==> config.mk <==
export PLATFORM = sky130hd
export DESIGN_NAME = keyed_window_wdt
export DESIGN_NICKNAME = d
export VERILOG_FILES = /design/src/rtl/wdg_pkg.sv /design/src/rtl/wdg_prescaler.sv /design/src/rtl/wdg_cfg_slot.sv /design/src/rtl/wdg_countdown.sv /design/src/rtl/keyed_window_wdt.sv
export SDC_FILE = /design/constraint.sdc
export NUM_CORES = 1
export LEC_CHECK = 0
export ABC_AREA = 1
export BUFFER_PORTS_ARGS = -buffer_cell sky130_fd_sc_hd__clkbuf_2
export CAP_MARGIN = 10
export CELL_PAD_IN_SITES_DETAIL_PLACEMENT = 2
export CELL_PAD_IN_SITES_GLOBAL_PLACEMENT = 2
export CORE_MARGIN = 5
export CORE_UTILIZATION = 39
export CTS_BUF_LIST = sky130_fd_sc_hd__clkbuf_8
export DETAILED_ROUTE_END_ITERATION = 7
export GPL_ROUTABILITY_DRIVEN = 0
export PLACE_DENSITY = 0.94
export SLEW_MARGIN = 20
export SYNTH_ARGS = -nofsm -noshare
export SYNTH_HDL_FRONTEND = slang
export SYNTH_HIERARCHICAL = 1
export SYNTH_SLANG_ARGS = --single-unit
export TNS_END_PERCENT = 30
==> constraint.sdc <==
create_clock -name clk -period 6.05 [get_ports clk]
set_input_delay 0.3025 -clock clk [delete_from_list [all_inputs] [get_ports clk]]
set_output_delay 0.3025 -clock clk [all_outputs]
set_load 0.005 [all_outputs]
==> src/rtl/wdg_pkg.sv <==
package wdg_pkg;
  localparam int ADDR_W = 3;
  localparam int DATA_W = 16;

  typedef enum logic [ADDR_W-1:0] {
    A_KEY  = 3'd0,
    A_PSC  = 3'd1,
    A_RLD  = 3'd2,
    A_WIN  = 3'd3,
    A_STAT = 3'd4
  } wdg_addr_e;

  localparam logic [DATA_W-1:0] K_START = 16'hCCCC;
  localparam logic [DATA_W-1:0] K_FEED  = 16'hAAAA;
  localparam logic [DATA_W-1:0] K_OPEN  = 16'h5555;
  localparam logic [DATA_W-1:0] K_SHUT  = 16'h0000;

  localparam int SLOT_PSC = 0;
  localparam int SLOT_RLD = 1;
  localparam int SLOT_WIN = 2;
  localparam int N_SLOT   = 3;
endpackage

==> src/rtl/wdg_prescaler.sv <==
module wdg_prescaler #(
  parameter int PSC_W      = 3,
  parameter int BASE_SHIFT = 2,
  parameter int MAX_CODE   = 6
) (
  input  logic             clk,
  input  logic             rst_n,
  input  logic [PSC_W-1:0] code,
  output logic             tick
);
  localparam int DIV_W = BASE_SHIFT + MAX_CODE;

  logic [PSC_W-1:0] eff;
  logic [DIV_W-1:0] lim;
  logic [DIV_W-1:0] div_q;

  // codes above the top divider saturate to it
  always_comb begin
    eff  = (code > PSC_W'(MAX_CODE)) ? PSC_W'(MAX_CODE) : code;
    lim  = {DIV_W{1'b1}} >> (MAX_CODE - int'(eff));
    tick = (div_q >= lim);
  end

  always_ff @(posedge clk or negedge rst_n) begin
    if (!rst_n) div_q <= '0;
    else        div_q <= tick ? '0 : div_q + 1'b1;
  end
endmodule

==> src/rtl/wdg_cfg_slot.sv <==
module wdg_cfg_slot #(
  parameter int           W         = 12,
  parameter logic [W-1:0] RST_VAL   = '0,
  parameter int           UPD_TICKS = 3
) (
  input  logic         clk,
  input  logic         rst_n,
  input  logic         tick,
  input  logic         wr,
  input  logic [W-1:0] wdata,
  output logic [W-1:0] value,
  output logic         busy
);
  localparam int TW = $clog2(UPD_TICKS + 1);

  logic [W-1:0]  pend_q;
  logic [TW-1:0] tmr_q;

  always_ff @(posedge clk or negedge rst_n) begin
    if (!rst_n) begin
      value  <= RST_VAL;
      pend_q <= RST_VAL;
      busy   <= 1'b0;
      tmr_q  <= '0;
    end else if (wr) begin
      pend_q <= wdata;
      busy   <= 1'b1;
      tmr_q  <= TW'(UPD_TICKS);
    end else if (tick && busy) begin
      if (tmr_q == TW'(1)) begin
        value <= pend_q;
        busy  <= 1'b0;
        tmr_q <= '0;
      end else begin
        tmr_q <= tmr_q - 1'b1;
      end
    end
  end
endmodule

==> src/rtl/wdg_countdown.sv <==
module wdg_countdown #(
  parameter int CNT_W    = 12,
  parameter bit HW_START = 1'b0
) (
  input  logic             clk,
  input  logic             rst_n,
  input  logic             tick,
  input  logic             start_key,
  input  logic             feed_key,
  input  logic [CNT_W-1:0] reload_val,
  input  logic [CNT_W-1:0] win_val,
  output logic [CNT_W-1:0] cnt,
  output logic             running,
  output logic             req
);
  always_ff @(posedge clk or negedge rst_n) begin
    if (!rst_n) begin
      running <= HW_START;
      cnt     <= '1;
      req     <= 1'b0;
    end else if (start_key && !running) begin
      running <= 1'b1;
      cnt     <= reload_val;
    end else if (feed_key && running && !req) begin
      if (cnt > win_val) req <= 1'b1;
      else               cnt <= reload_val;
    end else if (tick && running && !req) begin
      if (cnt <= CNT_W'(1)) req <= 1'b1;
      if (cnt != '0)        cnt <= cnt - 1'b1;
    end
  end
endmodule

==> src/rtl/keyed_window_wdt.sv <==
module keyed_window_wdt
  import wdg_pkg::*;
#(
  parameter int CNT_W      = 12,
  parameter int PSC_W      = 3,
  parameter int BASE_SHIFT = 2,
  parameter int MAX_CODE   = 6,
  parameter int UPD_TICKS  = 3,
  parameter bit HW_START   = 1'b0
) (
  input  logic              clk,
  input  logic              rst_n,
  input  logic              wr_en,
  input  logic [ADDR_W-1:0] wr_addr,
  input  logic [DATA_W-1:0] wr_data,
  input  logic [ADDR_W-1:0] rd_addr,
  output logic [DATA_W-1:0] rd_data,
  output logic              wdt_reset
);
  logic              tick;
  logic              unlock_q;
  logic              key_wr, start_key, feed_key;
  logic [N_SLOT-1:0] slot_wr;
  logic [N_SLOT-1:0] busy_w;
  logic [PSC_W-1:0]  psc_act;
  logic [CNT_W-1:0]  rld_act, win_act, cnt_w;
  logic              run_w;

  assign key_wr    = wr_en && (wr_addr == A_KEY);
  assign start_key = key_wr && (wr_data == K_START);
  assign feed_key  = key_wr && (wr_data == K_FEED);

  // protected field writes need the unlock state
  genvar gi;
  generate
    for (gi = 0; gi < N_SLOT; gi++) begin : g_wr
      assign slot_wr[gi] = wr_en && unlock_q && (wr_addr == ADDR_W'(A_PSC + gi));
    end
  endgenerate

  always_ff @(posedge clk or negedge rst_n) begin
    if (!rst_n)                          unlock_q <= 1'b0;
    else if (key_wr && wr_data == K_OPEN) unlock_q <= 1'b1;
    else if (key_wr && wr_data == K_SHUT) unlock_q <= 1'b0;
  end

  wdg_prescaler #(.PSC_W(PSC_W), .BASE_SHIFT(BASE_SHIFT), .MAX_CODE(MAX_CODE)) u_div (
    .clk(clk), .rst_n(rst_n), .code(psc_act), .tick(tick)
  );

  wdg_cfg_slot #(.W(PSC_W), .RST_VAL('0), .UPD_TICKS(UPD_TICKS)) u_psc (
    .clk(clk), .rst_n(rst_n), .tick(tick), .wr(slot_wr[SLOT_PSC]),
    .wdata(wr_data[PSC_W-1:0]), .value(psc_act), .busy(busy_w[SLOT_PSC])
  );

  wdg_cfg_slot #(.W(CNT_W), .RST_VAL('1), .UPD_TICKS(UPD_TICKS)) u_rld (
    .clk(clk), .rst_n(rst_n), .tick(tick), .wr(slot_wr[SLOT_RLD]),
    .wdata(wr_data[CNT_W-1:0]), .value(rld_act), .busy(busy_w[SLOT_RLD])
  );

  wdg_cfg_slot #(.W(CNT_W), .RST_VAL('1), .UPD_TICKS(UPD_TICKS)) u_win (
    .clk(clk), .rst_n(rst_n), .tick(tick), .wr(slot_wr[SLOT_WIN]),
    .wdata(wr_data[CNT_W-1:0]), .value(win_act), .busy(busy_w[SLOT_WIN])
  );

  wdg_countdown #(.CNT_W(CNT_W), .HW_START(HW_START)) u_cnt (
    .clk(clk), .rst_n(rst_n), .tick(tick), .start_key(start_key), .feed_key(feed_key),
    .reload_val(rld_act), .win_val(win_act), .cnt(cnt_w), .running(run_w), .req(wdt_reset)
  );

  always_comb begin
    case (wdg_addr_e'(rd_addr))
      A_PSC:   rd_data = DATA_W'(psc_act);
      A_RLD:   rd_data = DATA_W'(rld_act);
      A_WIN:   rd_data = DATA_W'(win_act);
      A_STAT:  rd_data = DATA_W'(busy_w);
      default: rd_data = '0;
    endcase
  end
endmodule

Word level (Yosys, flattened, before mapping)

Index checks and enable logic that the tools add are counted.
Widths: inputs -> output; s select.

Multipliers: 0
Add/sub/neg operators: 6
Divide/modulo/power cells: 0
Reductions and logical operators: 41
Eq/ne operators: 15
$lt $le $gt $ge: 4
Muxes and demuxes: 32
Shift-type cells: 1
Bitwise operators: 4

Operators with widths:

| cell                  | count |
|---|---|
| $mux 12               | 5 |
| $pmux 12 s4           | 1 |
| $eq 16x16->1 const B  | 2 |
| $shr 8x32->8 const A  | 1 |
| $mux 2                | 9 |
| $reduce_bool 2->1     | 9 |
| $logic_and 1x1->1     | 17 |
| $eq 16x15->1 const B  | 1 |
| $logic_not 16->1      | 1 |
| $mux 1                | 15 |
| $eq 3x2->1 const B    | 4 |
| $gt 12x12->1          | 1 |
| $le 12x1->1 const B   | 1 |
| $reduce_and 3->1      | 4 |
| $reduce_bool 12->1    | 1 |
| $sub 12x1->12 const B | 1 |
| $add 8x1->8 const B   | 1 |
| $ge 8x8->1            | 1 |
| $mux 8                | 1 |
| $eq 2x1->1 const B    | 3 |
| $eq 3x1->1 const B    | 2 |
| $reduce_and 2->1      | 3 |
| $reduce_bool 3->1     | 2 |
| $sub 2x1->2 const B   | 3 |
| other kinds (10)      | 14 |

Output and inout port bits: 17
Flip-flop bits (word level): 86
Bits in latches: 0
Word-level logic and storage cells: 120
Memory bits (read-only): 0
Memories: 0
Memory bits (writable): 0
Input port bits: 25

Longest topological paths before layout

Gate-level depths: netlist (run 1).

Depth after elaboration: 10
Mapped depth: 19
Gate-level depth less buffers: 18

Hierarchy

The synthesis (run 1) kept the hierarchy.

Modules (own cells, without submodules):

| module                   | sequential area each (sq um) | area an instance (sq um) | instances | cells each |
|---|---|---|---|---|
| wdg_cfg_slot (u_rld ...) | 705.7                        | 1152.4                   | 2         | 121 |
| wdg_countdown            | 365.4                        | 1420.1                   | 1         | 225 |
| wdg_prescaler            | 200.2                        | 644.4                    | 1         | 83 |
| keyed_window_wdt         | 25.0                         | 575.6                    | 1         | 110 |
| wdg_cfg_slot (u_psc)     | 225.2                        | 384.1                    | 1         | 43 |

Worst setup path before layout (run 1)

OpenSTA, ideal clock, no wires.

Path type: register to register
From: register u_psc.value[2]
To: register u_cnt.cnt[10]
Library setup time: 76 ps
Buffers on the path: 1
Required time: 5974 ps
Slack: 3509 ps
Clock period less this slack: 2541 ps
Data arrival time: 2466 ps
Stages on the path, launching flop included: 20
Path through: dfrtp_1 > nand2_1 > nand2_1 > inv_1 > ha_1 > or2_1 > nand2_1 > inv_1 > o21ai_0 > ha_1 > nand2_1 > nor2_1 > nand2_1 > nand3_4 > nand3_1 > o21ai_4 > nand2_4 > buf_6 > nand2_1 > nand2_1

Word-level cells in the longest chain between the ends: 9

RTL lines:

| item                              | RTL line               | source |
|---|---|---|
| start, declared                   | wdg_cfg_slot.sv:11     | `output logic [W-1:0] value,` |
| start signal, assigned            | wdg_cfg_slot.sv:31     | `value <= pend_q;` |
| $gt 3x3->1                        | wdg_prescaler.sv:19    | `eff = (code > PSC_W'(MAX_CODE)) ? PSC_W'(MAX_CODE) : code;` |
| $mux 3 *                          | wdg_prescaler.sv:19    |  |
| $sub 3x3->4 *                     | wdg_prescaler.sv:20    | `lim = {DIV_W{1'b1}} >> (MAX_CODE - int'(eff));` |
| $shr 8x32->8 *                    | wdg_prescaler.sv:20    |  |
| $ge 8x8->1 *                      | wdg_prescaler.sv:21    | `tick = (div_q >= lim);` |
| via tick                          | keyed_window_wdt.sv:20 | `logic tick;` |
| $logic_and 1x1->1 * (2 in series) | wdg_countdown.sv:27    | `end else if (tick && running && !req) begin` |
| $reduce_bool 3->1 (no line) *     | --                     |  |
| $reduce_and 3->1 (no line) *      | --                     |  |
| end signal, assigned              | wdg_countdown.sv:23    | `cnt <= reload_val;` |
| end signal, assigned              | wdg_countdown.sv:26    | `else cnt <= reload_val;` |
| end signal, assigned              | wdg_countdown.sv:29    | `if (cnt != '0) cnt <= cnt - 1'b1;` |
| end, declared                     | wdg_countdown.sv:12    | `output logic [CNT_W-1:0] cnt,` |

Mark *: on every way through the listed nets, which the timed path passes. The rest lies on a longest branch.
A chain may end at the register's enable or synchronous reset.

Worst setup path in the final report (run 1)

From: register u_psc.value[1]
To: register u_cnt.cnt[3]

Same word-level chain as after synthesis.

==> flow_summary_export.csv, run 1 <==
group,metric,value,unit
hold_path,timing.hold.worst.class,"input port to async pin",
synth,synth_edf_count,0,
cells_and_area,drive_above_1_share,20.6,%
worst_setup_path,critical-path-top-cell-by-count,"sky130_fd_sc_hd__nand2_1",
cells_and_area,design.final.nets,787,
timing,slew_violations,0,
synth,synth_top_family_by_area,"simple AND/OR/NAND/NOR gates",
pwr,total_power,1.12,mW
floorplanning,die_y,127,um
clock_tree,cts-buffers-inserted,9,
timing,fin_setup_tns,0,ns
synth,synth_top_cell_area_share,29.6,%
clock_tree,cts_tree,"built",
clock_tree,numClockSinks,86,
detailed_routing,first_pass_iters,4,
detailed_routing,antenna_violating_nets_post_route,0,
synth,post_synth_inst_count,703,
pwr,share_of_total_power_in_combinational_logic,4.2,%
timing,highest_attainable_clock_frequency,0.301,GHz
synth,synth.avg_cell_area,7.58,um2
outcome,violated_checks,"negative hold slack",
worst_setup_path,critPathRequiredTime,6.38,ns
pwr,vdd.ir_drop.worst,146,uV
place,port_buffers,37,
grt,grt_start_max_net_pins,87,
synth,synth_top_cells_by_area,"sky130_fd_sc_hd__dfstp_2, sky130_fd_sc_hd__nand2_1, sky130_fd_sc_hd__dfrtp_1",
worst_setup_path,crit_path_top_delay_cell,"sky130_fd_sc_hd__dfrtp_1",
synth,synth_flop_cell,"sky130_fd_sc_hd__dfstp_2",
cells_and_area,final_common_cell,"sky130_fd_sc_hd__nand2_1",
pwr,power.share.clock,44.2,%
grt,grt_pass1_wl,34900,um
worst_setup_path,critPathLaunchType,"register",
detailed_routing,routed_wl,22000,um
place,dpl.hpwl,13600,um
worst_setup_path,crit_path_cell_trace,"nand2_1 > nand2_1 > inv_1 > ha_1 > nand2_1 > nand2_1 > inv_1 > o21ai_0 > ha_1 > nand2_1 > nor2_1 > nand2_1 > nand3_4 > nand3_1 > o21ai_4 > nand2_4 > nand2_1 > nand2_1",
worst_setup_path,worstSetupEndpointType,"register",
pwr,netSwitchingFraction,26.4,%
worst_setup_path,worstRegToRegCells,18,
synth,synthDistinctLibCells,45,
cells_and_area,n_antenna_cell,0,
clock_tree,post_cts_resized,0,
synth,synth-seq-area-share,41.8,%
clock_tree,cts-root-buf,"sky130_fd_sc_hd__clkbuf_8",
timing,final_period_minus_worst_setup_slack,3.32,ns
detailed_routing,vias,5142,
clock_tree,cts.htree.levels,3,
timing,setup_viol_count_final,0,
synth,synthSimpleGateAreaFrac,35.6,%
clock_tree,post_cts_hold_buffer_count,0,
clock_tree,clockBufferDepth,2,
timing,relSlewSlack,6.66,%
flow_run,max_cap_viol_count,0,
floorplanning,core_area,0.0133,mm2
synth,ys_seq_elements,86,
detailed_routing,route.detailed.wl_per_inst,24.1,um
floorplanning,die_ar,0.0161,mm2
synth,synthXorXnorAreaFrac,0.822,%
timing,clock_skew_after_layout,0.0161,ns
clock_tree,clock_latency,0.40,ns
worst_setup_path,worst-endpoint-arrival,3.66,ns
floorplanning,placementRows,42,
synth,synth_compound_gate_area_share,4.93,%
timing,timing.final.ws_setup,2.73,ns
pwr,power.density_cell_area,192,mW/mm2
synth,synth_adder_area_share,6.57,%
cells_and_area,mostFrequentLayoutCells,"sky130_fd_sc_hd__nand2_1, sky130_fd_sc_hd__inv_1, sky130_fd_sc_hd__dfstp_2",
grt,grt_use_total,28.1,%
timing,timing.final.hold_violations,14,
pwr,seq_power_share,51.7,%
floorplanning,start_util,40.1,%
grt,grt_pass1_vias,5976,
synth,syn-cell-area,0.00533,mm2
detailed_routing,via_per_inst,5.62,
cells_and_area,flow.area_growth_from_synthesis,9.11,%
synth,yosys_warnings,6,
worst_setup_path,cp_slowest_stage_delay,0.45,ns
detailed_routing,first_iter_violations,281,
synth,netlist.top_cell.by_area,"sky130_fd_sc_hd__dfstp_2",
clock_tree,postCtsSetupBuffers,0,
outcome,outcome,"complete, but fails checks",
worst_setup_path,path_max_fanout,15,
place,pre_cts_setup_slack,2.83,ns
synth,postSynth.asyncResetShare,100,%
detailed_routing,drcViolationCount,0,
pwr,p_leak,2.88,nW
grt,antenna_found_initial,0,
timing,smallest_hold_slack,-0.0545,ns
grt,global_route.overflow_total,0,
pwr,cellInternalPower,0.821,mW
clock_tree,clk_pin_slew_worst_paths,0.11,ns
floorplanning,ioPinCount,42,
timing,grt_setup_unrepaired,"no",
timing,final_min_period_over_clock_period,54.9,%
worst_setup_path,category_of_the_critical_setup_timing_path,"register to register",
floorplanning,die_w,127,um
timing,timing_worst_slew_pin_value,1.39,ns
pwr,switchingPower,0.295,mW
synth,mux_share_of_post_synthesis_cell_area,0,%
[final timing paths]
| check | slack (ns) | end | start |
|---|---|---|---|
| worst min register to register | 0.49 | u_rld/pend_q[9] | u_rld/pend_q[9] |
| min in group clk | 0.17 | u_win/pend_q[11] | wr_data[11] |
| max in group asynchronous | 5.51 | u_div/div_q[5] | rst_n |
| worst min-delay path | -0.05 | u_psc/tmr_q[1] | rst_n |
| worst max register to register | 2.73 | u_cnt/cnt[3] | u_psc/value[1] |
| worst max-delay path | 2.73 | u_cnt/cnt[3] | u_psc/value[1] |
[synthesized netlist by cell type (2+ instances only)]
cell and number:
sky130_fd_sc_hd__inv_1 87, sky130_fd_sc_hd__buf_2 4, sky130_fd_sc_hd__inv_2 3, sky130_fd_sc_hd__inv_4 3
sky130_fd_sc_hd__xnor2_1 2, sky130_fd_sc_hd__buf_6 9, sky130_fd_sc_hd__nand2_1 265, sky130_fd_sc_hd__nor4_1 4
sky130_fd_sc_hd__nor2_2 3, sky130_fd_sc_hd__nand2_2 5, sky130_fd_sc_hd__nand3_1 57, sky130_fd_sc_hd__or2_2 3
sky130_fd_sc_hd__nor2_4 3, sky130_fd_sc_hd__ha_1 28, sky130_fd_sc_hd__nor2_1 51, sky130_fd_sc_hd__o22ai_1 9
sky130_fd_sc_hd__xor2_1 3, sky130_fd_sc_hd__dfrtp_1 26, sky130_fd_sc_hd__o2111ai_1 2, sky130_fd_sc_hd__nand4_4 2
sky130_fd_sc_hd__buf_4 8, sky130_fd_sc_hd__dfstp_2 60, sky130_fd_sc_hd__nand4_1 17, sky130_fd_sc_hd__a21oi_1 5
sky130_fd_sc_hd__o21ai_0 16, sky130_fd_sc_hd__nand3_2 5, sky130_fd_sc_hd__nor3_1 5
[power by group through the flow]
stage	combinational, mW	sequential (mW)	clock, mW
finish	0.0465	0.577	0.493
CTS	0.0463	0.577	0.496
global placement	0.0391	0.586	0
floorplan	0.0127	0.586	0
global route	0.0517	0.577	0.525
detailed placement	0.0426	0.586	0
[cell type report]
class | count | area, um2
fillers | 1511 | 7480
repair buffers | 39 | 206
multi-input cells | 505 | 2580
flip-flops and latches | 86 | 2230
clock inverters | 7 | 96.3
inverters | 93 | 357
well taps | 176 | 220
clock buffers | 9 | 124
[flip-flops by register name (all words and copies together) (netlist names), 2 cells and up]
name          flops
u_win/pend_q     12
u_cnt/cnt        12
u_div/div_q       8
u_psc/pend_q      3
u_win/value      12
u_rld/value      12
u_psc/value       3
u_rld/pend_q     12
u_psc/tmr_q       2
u_rld/tmr_q       2
u_win/tmr_q       2
[per-stage QoR]
stage          utilization [%]  hold slack [ns]  instances  instance area (um2)
3_3_place_gp              42.0            0.452        899                 5590
5_1_grt                   43.7          0.00948        915                 5810
6_report                  43.7          -0.0545        915                 5810
2_1_floorplan                -          0.00691        706                 5340
3_5_place_dp              42.0            0.460        899                 5590
4_1_cts                   43.7            0.156        915                 5810
[layer usage]
layer | GRT usage, % | wire length, um
met5 | 0 | 0
met4 | 12.9 | 804
met3 | 3.83 | 697
met2 | 51.0 | 11500
met1 | 32.6 | 9010
[worst max-delay path: cells and delay by family, from the launching register on]
family,cells,cell delay [ns]
AO/OA/AOI/OAI,2,0.54
adder cells (fa/ha/maj),2,0.52
buffers and inverters,2,0.19
flip-flops,1,0.45
AND/OR/NAND/NOR,12,1.56
[cells by family after synthesis]
logic type,count (synthesis)
flops,86
compound gates,40
fa+ha+maj,28
xor+xnor,5
simple gates,428
other cells,1
buf+inv,115
No activity file was read; power rests on OpenSTA's default activity.
==> inputs of run 2 (changes only) <==
Settings changed: CORE_UTILIZATION 39 to 37, PLACE_DENSITY 0.94 to 0.9.
Clock period 6.05 ns to 3.3 ns, I/O delays scaled along.
==> run 2 against run 1 <==
- power grew 89%
- the flow now finishes without violations
- count of clock-buffer cells in the layout is the same
- critical path type unchanged
- flip-flop and latch count is the same
- non-clock buffer count grew 11
- largest power group unchanged
==> flow_summary_export.csv, run 2 (synthesis gave the netlist of run 1 again) <==
group,metric,value,unit
detailed_routing,met2_wirelength,10700,um
clock_tree,cts-buffers-inserted,9,
clock_tree,clockBufferDepth,2,
grt,global_route.overflow_total,0,
floorplanning,start_util,38.1,%
place,pre_cts_setup_slack,0.231,ns
cells_and_area,n_antenna_cell,0,
cells_and_area,drive_above_1_share,21.9,%
worst_setup_path,r2r_end,"u_cnt/cnt[4]",
hold_path,worst_hold_depth,3,
cells_and_area,flow.area_growth_from_synthesis,11.7,%
floorplanning,die_y,130,um
detailed_routing,routed_wl,20100,um
detailed_routing,route.detailed.wl_per_inst,21.6,um
grt,grt_pass1_vias,5670,
hold_path,min_from,"wr_data[11]",
timing,timing_worst_slew_pin_value,0.952,ns
detailed_routing,first_pass_iters,4,
cells_and_area,num-fill-cells,1662,
worst_setup_path,worstRegToRegCells,18,
worst_setup_path,category_of_the_critical_setup_timing_path,"register to register",
detailed_routing,first_iter_violations,235,
grt,grt_use_total,24.2,%
clock_tree,clock_latency,0.40,ns
detailed_routing,routed-wl-met3,663,um
grt,grt_pass1_wl,31000,um
place,placed_cells,905,
outcome,outcome,"complete, no violations",
worst_setup_path,critical_path.reg2reg.startpoint,"u_psc/value[2]",
timing,clock_skew_after_layout,0.0143,ns
place,dpl.hpwl,13300,um
grt,grt_start_max_net_pins,87,
worst_setup_path,worstSetupEndpointType,"register",
floorplanning,placementRows,43,
clock_tree,cts.htree.levels,3,
timing,highest_attainable_clock_frequency,0.308,GHz
pwr,p_leak,2.95,nW
cells_and_area,fin_cells,930,
floorplanning,ioPinCount,42,
floorplanning,core_area,0.0140,mm2
cells_and_area,register_area,0.00223,mm2
floorplanning,die_ar,0.0169,mm2
hold_path,timing.hold.worst_endpoint,"u_rld/pend_q[11]",
clock_tree,clk_pin_slew_worst_paths,0.10,ns
cells_and_area,multi_input_area,0.00258,mm2
detailed_routing,routed_length_on_met1,8180,um
pwr,power.density_cell_area,355,mW/mm2
detailed_routing,top_layer_used,"met4",
pwr,total_power,2.11,mW
cells_and_area,final_common_cell,"sky130_fd_sc_hd__nand2_1",
clock_tree,cts-root-buf,"sky130_fd_sc_hd__clkbuf_8",
place,port_buffers,37,
timing,timing.final.hold_violations,0,
timing,final_period_minus_worst_setup_slack,3.25,ns
worst_setup_path,worst-endpoint-arrival,3.57,ns
timing,grt_setup_unrepaired,"yes",
cells_and_area,mostFrequentLayoutCells,"sky130_fd_sc_hd__nand2_1, sky130_fd_sc_hd__inv_1, sky130_fd_sc_hd__dfstp_2",
worst_setup_path,critPathRequiredTime,3.62,ns
cells_and_area,layout.core_utilization,42.5,%
worst_setup_path,path_max_fanout,10,
clock_tree,numClockSinks,86,
cells_and_area,design.final.nets,798,
flow_run,max_cap_viol_count,0,
detailed_routing,drcViolationCount,0,
timing,final_min_period_over_clock_period,98.4,%
timing,slew_violations,0,
pwr,vdd.ir_drop.worst,244,uV
worst_setup_path,critPathLaunchType,"register",
timing,setup_viol_count_final,0,
hold_path,timing.hold.worst.class,"input port to register",
detailed_routing,via_per_inst,5.36,
detailed_routing,antenna_violating_nets_post_route,0,
clock_tree,cts_tree,"built",
timing,relSlewSlack,36.0,%
detailed_routing,vias,4989,
floorplanning,die_w,130,um
timing,timing.final.ws_setup,0.0519,ns
grt,antenna_found_initial,0,
worst_setup_path,worst-r2r-setup-slack,0.05,ns
## run 2: changes by cell type in the layout (fill, tap and decap cells not counted), sizes merged
cell / delta
clkinv: -2
dlygate4sd3: +2
bufinv: +1
buf: +9
inv: +1
## run 2: worst max path at each step
stage,start,endpoint,slack [ns],cells after the start
finish,u_psc/value[2],u_cnt/cnt[4],0.05,18
global route,u_psc/value[2],u_cnt/cnt[6],-0.10,18
CTS,u_psc/value[1],u_cnt/cnt[9],0.06,18
detailed placement,u_psc/value[1],u_cnt/cnt[9],0.23,18
global placement,u_psc/value[1],u_cnt/cnt[11],0.53,18
floorplan,u_psc/value[2],u_cnt/cnt[10],0.76,19
## run 2: power breakdown
group | switching (mW) | internal (mW)
Combinational | 0.0604 | 0.0192
Clock | 0.458 | 0.514
Sequential | 0.0000873 | 1.06
## run 2: area by class of cell
| class | count | share of cell area (%) |
|---|---|---|
| Multi-Input combinational cell | 505 | 43.4 |
| Sequential cell | 86 | 37.5 |
| Inverter | 93 | 5.99 |
| Timing Repair Buffer | 50 | 5.15 |
| Tap cell | 180 | 3.78 |
| Clock inverter | 7 | 2.10 |
| Clock buffer | 9 | 2.08 |
## run 2: routing by layer
layer  global-route usage (%)  up-vias
li1                         -     2289
met1                     28.2     2540
met2                     44.8      117
met3                     3.11       43
met4                     9.29        0
met5                        0        -
## run 2: critical path, cell delays in order (launching register included)
cell	delay, ns
sky130_fd_sc_hd__dfrtp_2	0.45
sky130_fd_sc_hd__nand2_1	0.08
sky130_fd_sc_hd__nand2_1	0.10
sky130_fd_sc_hd__inv_1	0.08
sky130_fd_sc_hd__ha_1	0.18
sky130_fd_sc_hd__or2_1	0.11
sky130_fd_sc_hd__nand2_1	0.06
sky130_fd_sc_hd__inv_1	0.14
sky130_fd_sc_hd__nand2_1	0.08
sky130_fd_sc_hd__ha_1	0.35
sky130_fd_sc_hd__nand2_1	0.10
sky130_fd_sc_hd__nor2_1	0.16
sky130_fd_sc_hd__nand2_1	0.14
sky130_fd_sc_hd__nand3_4	0.18
sky130_fd_sc_hd__nand3_1	0.18
sky130_fd_sc_hd__o21ai_4	0.34
sky130_fd_sc_hd__buf_4	0.20
sky130_fd_sc_hd__nand3_1	0.11
sky130_fd_sc_hd__nand2_1	0.15
## run 2: what timing repair did
action / 4_1_cts / 5_1_grt
setup endpoints to repair: 0 / 30
buffers inserted: 0 / 7
resized for setup: 0 / 2
hold buffers: 2 / 0
endpoints found under the hold margin: 4 / 0
## run 2: stage by stage
step / hold WS [ns] / cell area (um2) / setup TNS (ns)
2_1_floorplan: -0.131 / 5340 / 0
3_3_place_gp: 0.410 / 5610 / 0
3_5_place_dp: 0.412 / 5610 / 0
4_1_cts: 0.0187 / 5880 / 0
5_1_grt: 0.0394 / 5950 / -0.813
6_report: 0.0309 / 5950 / 0
==> inputs of run 3 (changes only) <==
Settings changed: CORE_ASPECT_RATIO set to 0.6.
==> run 3 against run 2 <==
- combinational power about the same
- sequential share of layout area up 0.23 points
- critical path depth did not move
- die area up 0.47%
- routed wire length fell by 3.3%
- final cell count up 1.8%
- first-iteration DRC count grew 41%
- global-route usage is 0.90 points lower
- fmax grew 2.9%
- clock skew is 0.0021 ns higher
- largest power group unchanged
==> flow_summary_export.csv, run 3 (synthesis gave the netlist of run 1 again) <==
group,metric,value,unit
timing,relSlewSlack,46.6,%
grt,grt_pass1_vias,5515,
cells_and_area,flow.area_growth_from_synthesis,10.9,%
timing,smallest_hold_slack,0.0306,ns
timing,timing.final.hold_violations,0,
place,port_buffers,37,
pwr,netSwitchingFraction,25.0,%
floorplanning,ioPinCount,42,
worst_setup_path,cp_slowest_stage_delay,0.45,ns
timing,final_period_minus_worst_setup_slack,3.16,ns
pwr,seq_power_share,54.6,%
detailed_routing,via_per_inst,5.22,
pwr,switchingPower,0.483,mW
cells_and_area,design.final.nets,797,
detailed_routing,antenna_violating_nets_post_route,0,
floorplanning,die_w,165,um
worst_setup_path,worst-r2r-setup-slack,0.14,ns
worst_setup_path,path_max_fanout,6,
detailed_routing,first_pass_iters,5,
clock_tree,cts.htree.levels,3,
timing,fin_setup_tns,0,ns
clock_tree,numClockSinks,86,
timing,slew_violations,0,
clock_tree,cts_tree,"built",
pwr,cellInternalPower,1.45,mW
place,post_dp_cell_area,0.00565,mm2
floorplanning,die_y,103,um
timing,clock_skew_after_layout,0.0164,ns
pwr,share_of_total_power_in_combinational_logic,4.1,%
pwr,power.share.clock,41.3,%
clock_tree,clk_pin_slew_worst_paths,0.10,ns
floorplanning,start_util,37.3,%
worst_setup_path,worstSetupEndpointType,"register",
cells_and_area,n_antenna_cell,0,
worst_setup_path,worst-endpoint-arrival,3.47,ns
worst_setup_path,critical-path-top-cell-by-count,"sky130_fd_sc_hd__nand2_1",
timing,final_min_period_over_clock_period,95.6,%
detailed_routing,routed_wl,19400,um
cells_and_area,mostFrequentLayoutCells,"sky130_fd_sc_hd__nand2_1, sky130_fd_sc_hd__inv_1, sky130_fd_sc_hd__dfstp_2",
floorplanning,die_ar,0.0170,mm2
cells_and_area,num-fill-cells,1695,
pwr,vdd.ir_drop.worst,186,uV
worst_setup_path,critPathLaunchType,"register",
outcome,outcome,"complete, no violations",
detailed_routing,route.detailed.wl_per_inst,20.5,um
clock_tree,clockBufferDepth,2,
place,placed_cells,925,
cells_and_area,layout.core_utilization,41.4,%
grt,global_route.overflow_total,0,
floorplanning,placementRows,34,
timing,timing.final.ws_setup,0.145,ns
cells_and_area,drive_above_1_share,22.0,%
cells_and_area,finalInstanceArea,0.00591,mm2
flow_run,max_cap_viol_count,0,
grt,antenna_found_initial,0,
detailed_routing,vias,4944,
grt,grt_start_max_net_pins,60,
detailed_routing,drcViolationCount,0,
worst_setup_path,crit_path_cell_trace,"nand2_1 > nand2_1 > inv_1 > ha_1 > or2_1 > nand2_1 > inv_2 > nand2_1 > ha_1 > nand2_1 > nor2_1 > nand2_1 > nand3_4 > nand3_1 > o21ai_4 > buf_4 > nand3_1 > nand2_1",
clock_tree,cts-buffers-inserted,9,
worst_setup_path,crit_path_top_delay_cell,"sky130_fd_sc_hd__dfrtp_1",
grt,grt_pass1_wl,30000,um
floorplanning,core_area,0.0143,mm2
timing,setup_viol_count_final,0,
timing,timing_worst_slew_pin_value,0.802,ns
worst_setup_path,critPathRequiredTime,3.62,ns
pwr,power.density_cell_area,327,mW/mm2
cells_and_area,fin_cells,947,
hold_path,timing.hold.worst.class,"input port to register",
place,dpl.hpwl,14800,um
clock_tree,cts-root-buf,"sky130_fd_sc_hd__clkbuf_8",
clock_tree,clock_latency,0.38,ns
detailed_routing,first_iter_violations,332,
timing,highest_attainable_clock_frequency,0.317,GHz
cells_and_area,final_common_cell,"sky130_fd_sc_hd__nand2_1",
pwr,total_power,1.94,mW
place,pre_cts_setup_slack,0.0639,ns
grt,grt_use_total,23.3,%
pwr,p_leak,2.91,nW
worst_setup_path,category_of_the_critical_setup_timing_path,"register to register",
run 3: area by class of cell:
type / instances / area (um2) / area share [%]
clock buffer: 10 / 138 / 2.33
clock inverter: 6 / 68.8 / 1.16
multi-input combinational: 505 / 2590 / 43.8
inverter: 93 / 357 / 6.03
sequential: 86 / 2230 / 37.7
timing repair buffer: 49 / 280 / 4.74
tap: 198 / 248 / 4.19
run 3: critical path: cells and delay by family (launching register included):
| family | cells | cell delay (ns) |
|---|---|---|
| DFF | 1 | 0.45 |
| buffers and inverters | 3 | 0.40 |
| and+or+nand+nor | 12 | 1.47 |
| adders and majority gates | 2 | 0.47 |
| AOI/OAI and AO/OA | 1 | 0.29 |
run 3: timing repair:
| action | in CTS | in global routing |
|---|---|---|
| hold buffers | 1 | 0 |
| setup endpoints to repair | 0 | 19 |
| buffers inserted | 0 | 5 |
| gates resized for setup | 0 | 4 |
| endpoints found under the hold margin | 26 | 0 |
run 3: power by group through the flow:
stage	logic (mW)	clock network (mW)	registers (mW)
5_1_grt	0.0897	0.861	1.06
4_1_cts	0.0814	0.817	1.06
6_report	0.0796	0.799	1.06
2_1_floorplan	0.0233	0	1.08
3_3_place_gp	0.0730	0	1.07
3_5_place_dp	0.0802	0	1.07
run 3: path summary, 6_finish.rpt:
check,startpoint,endpoint,cells after the start
min in group asynchronous,rst_n,unlock_q,2
max in group asynchronous,rst_n,u_cnt/cnt[10],3
hold / removal,wr_data[9],u_rld/pend_q[9],3
setup reg to reg,u_psc/value[2],u_cnt/cnt[1],18
hold reg to reg,u_win/pend_q[7],u_win/pend_q[7],2
setup / recovery,u_psc/value[2],u_cnt/cnt[1],18
run 3: per-layer routing:
layer,vias to the layer above,GRT usage (%),wire [um]
met5,-,0,0
met4,0,5.18,176
met3,13,4.39,733
met2,91,40.2,9320
met1,2551,30.7,9190
li1,2289,-,-
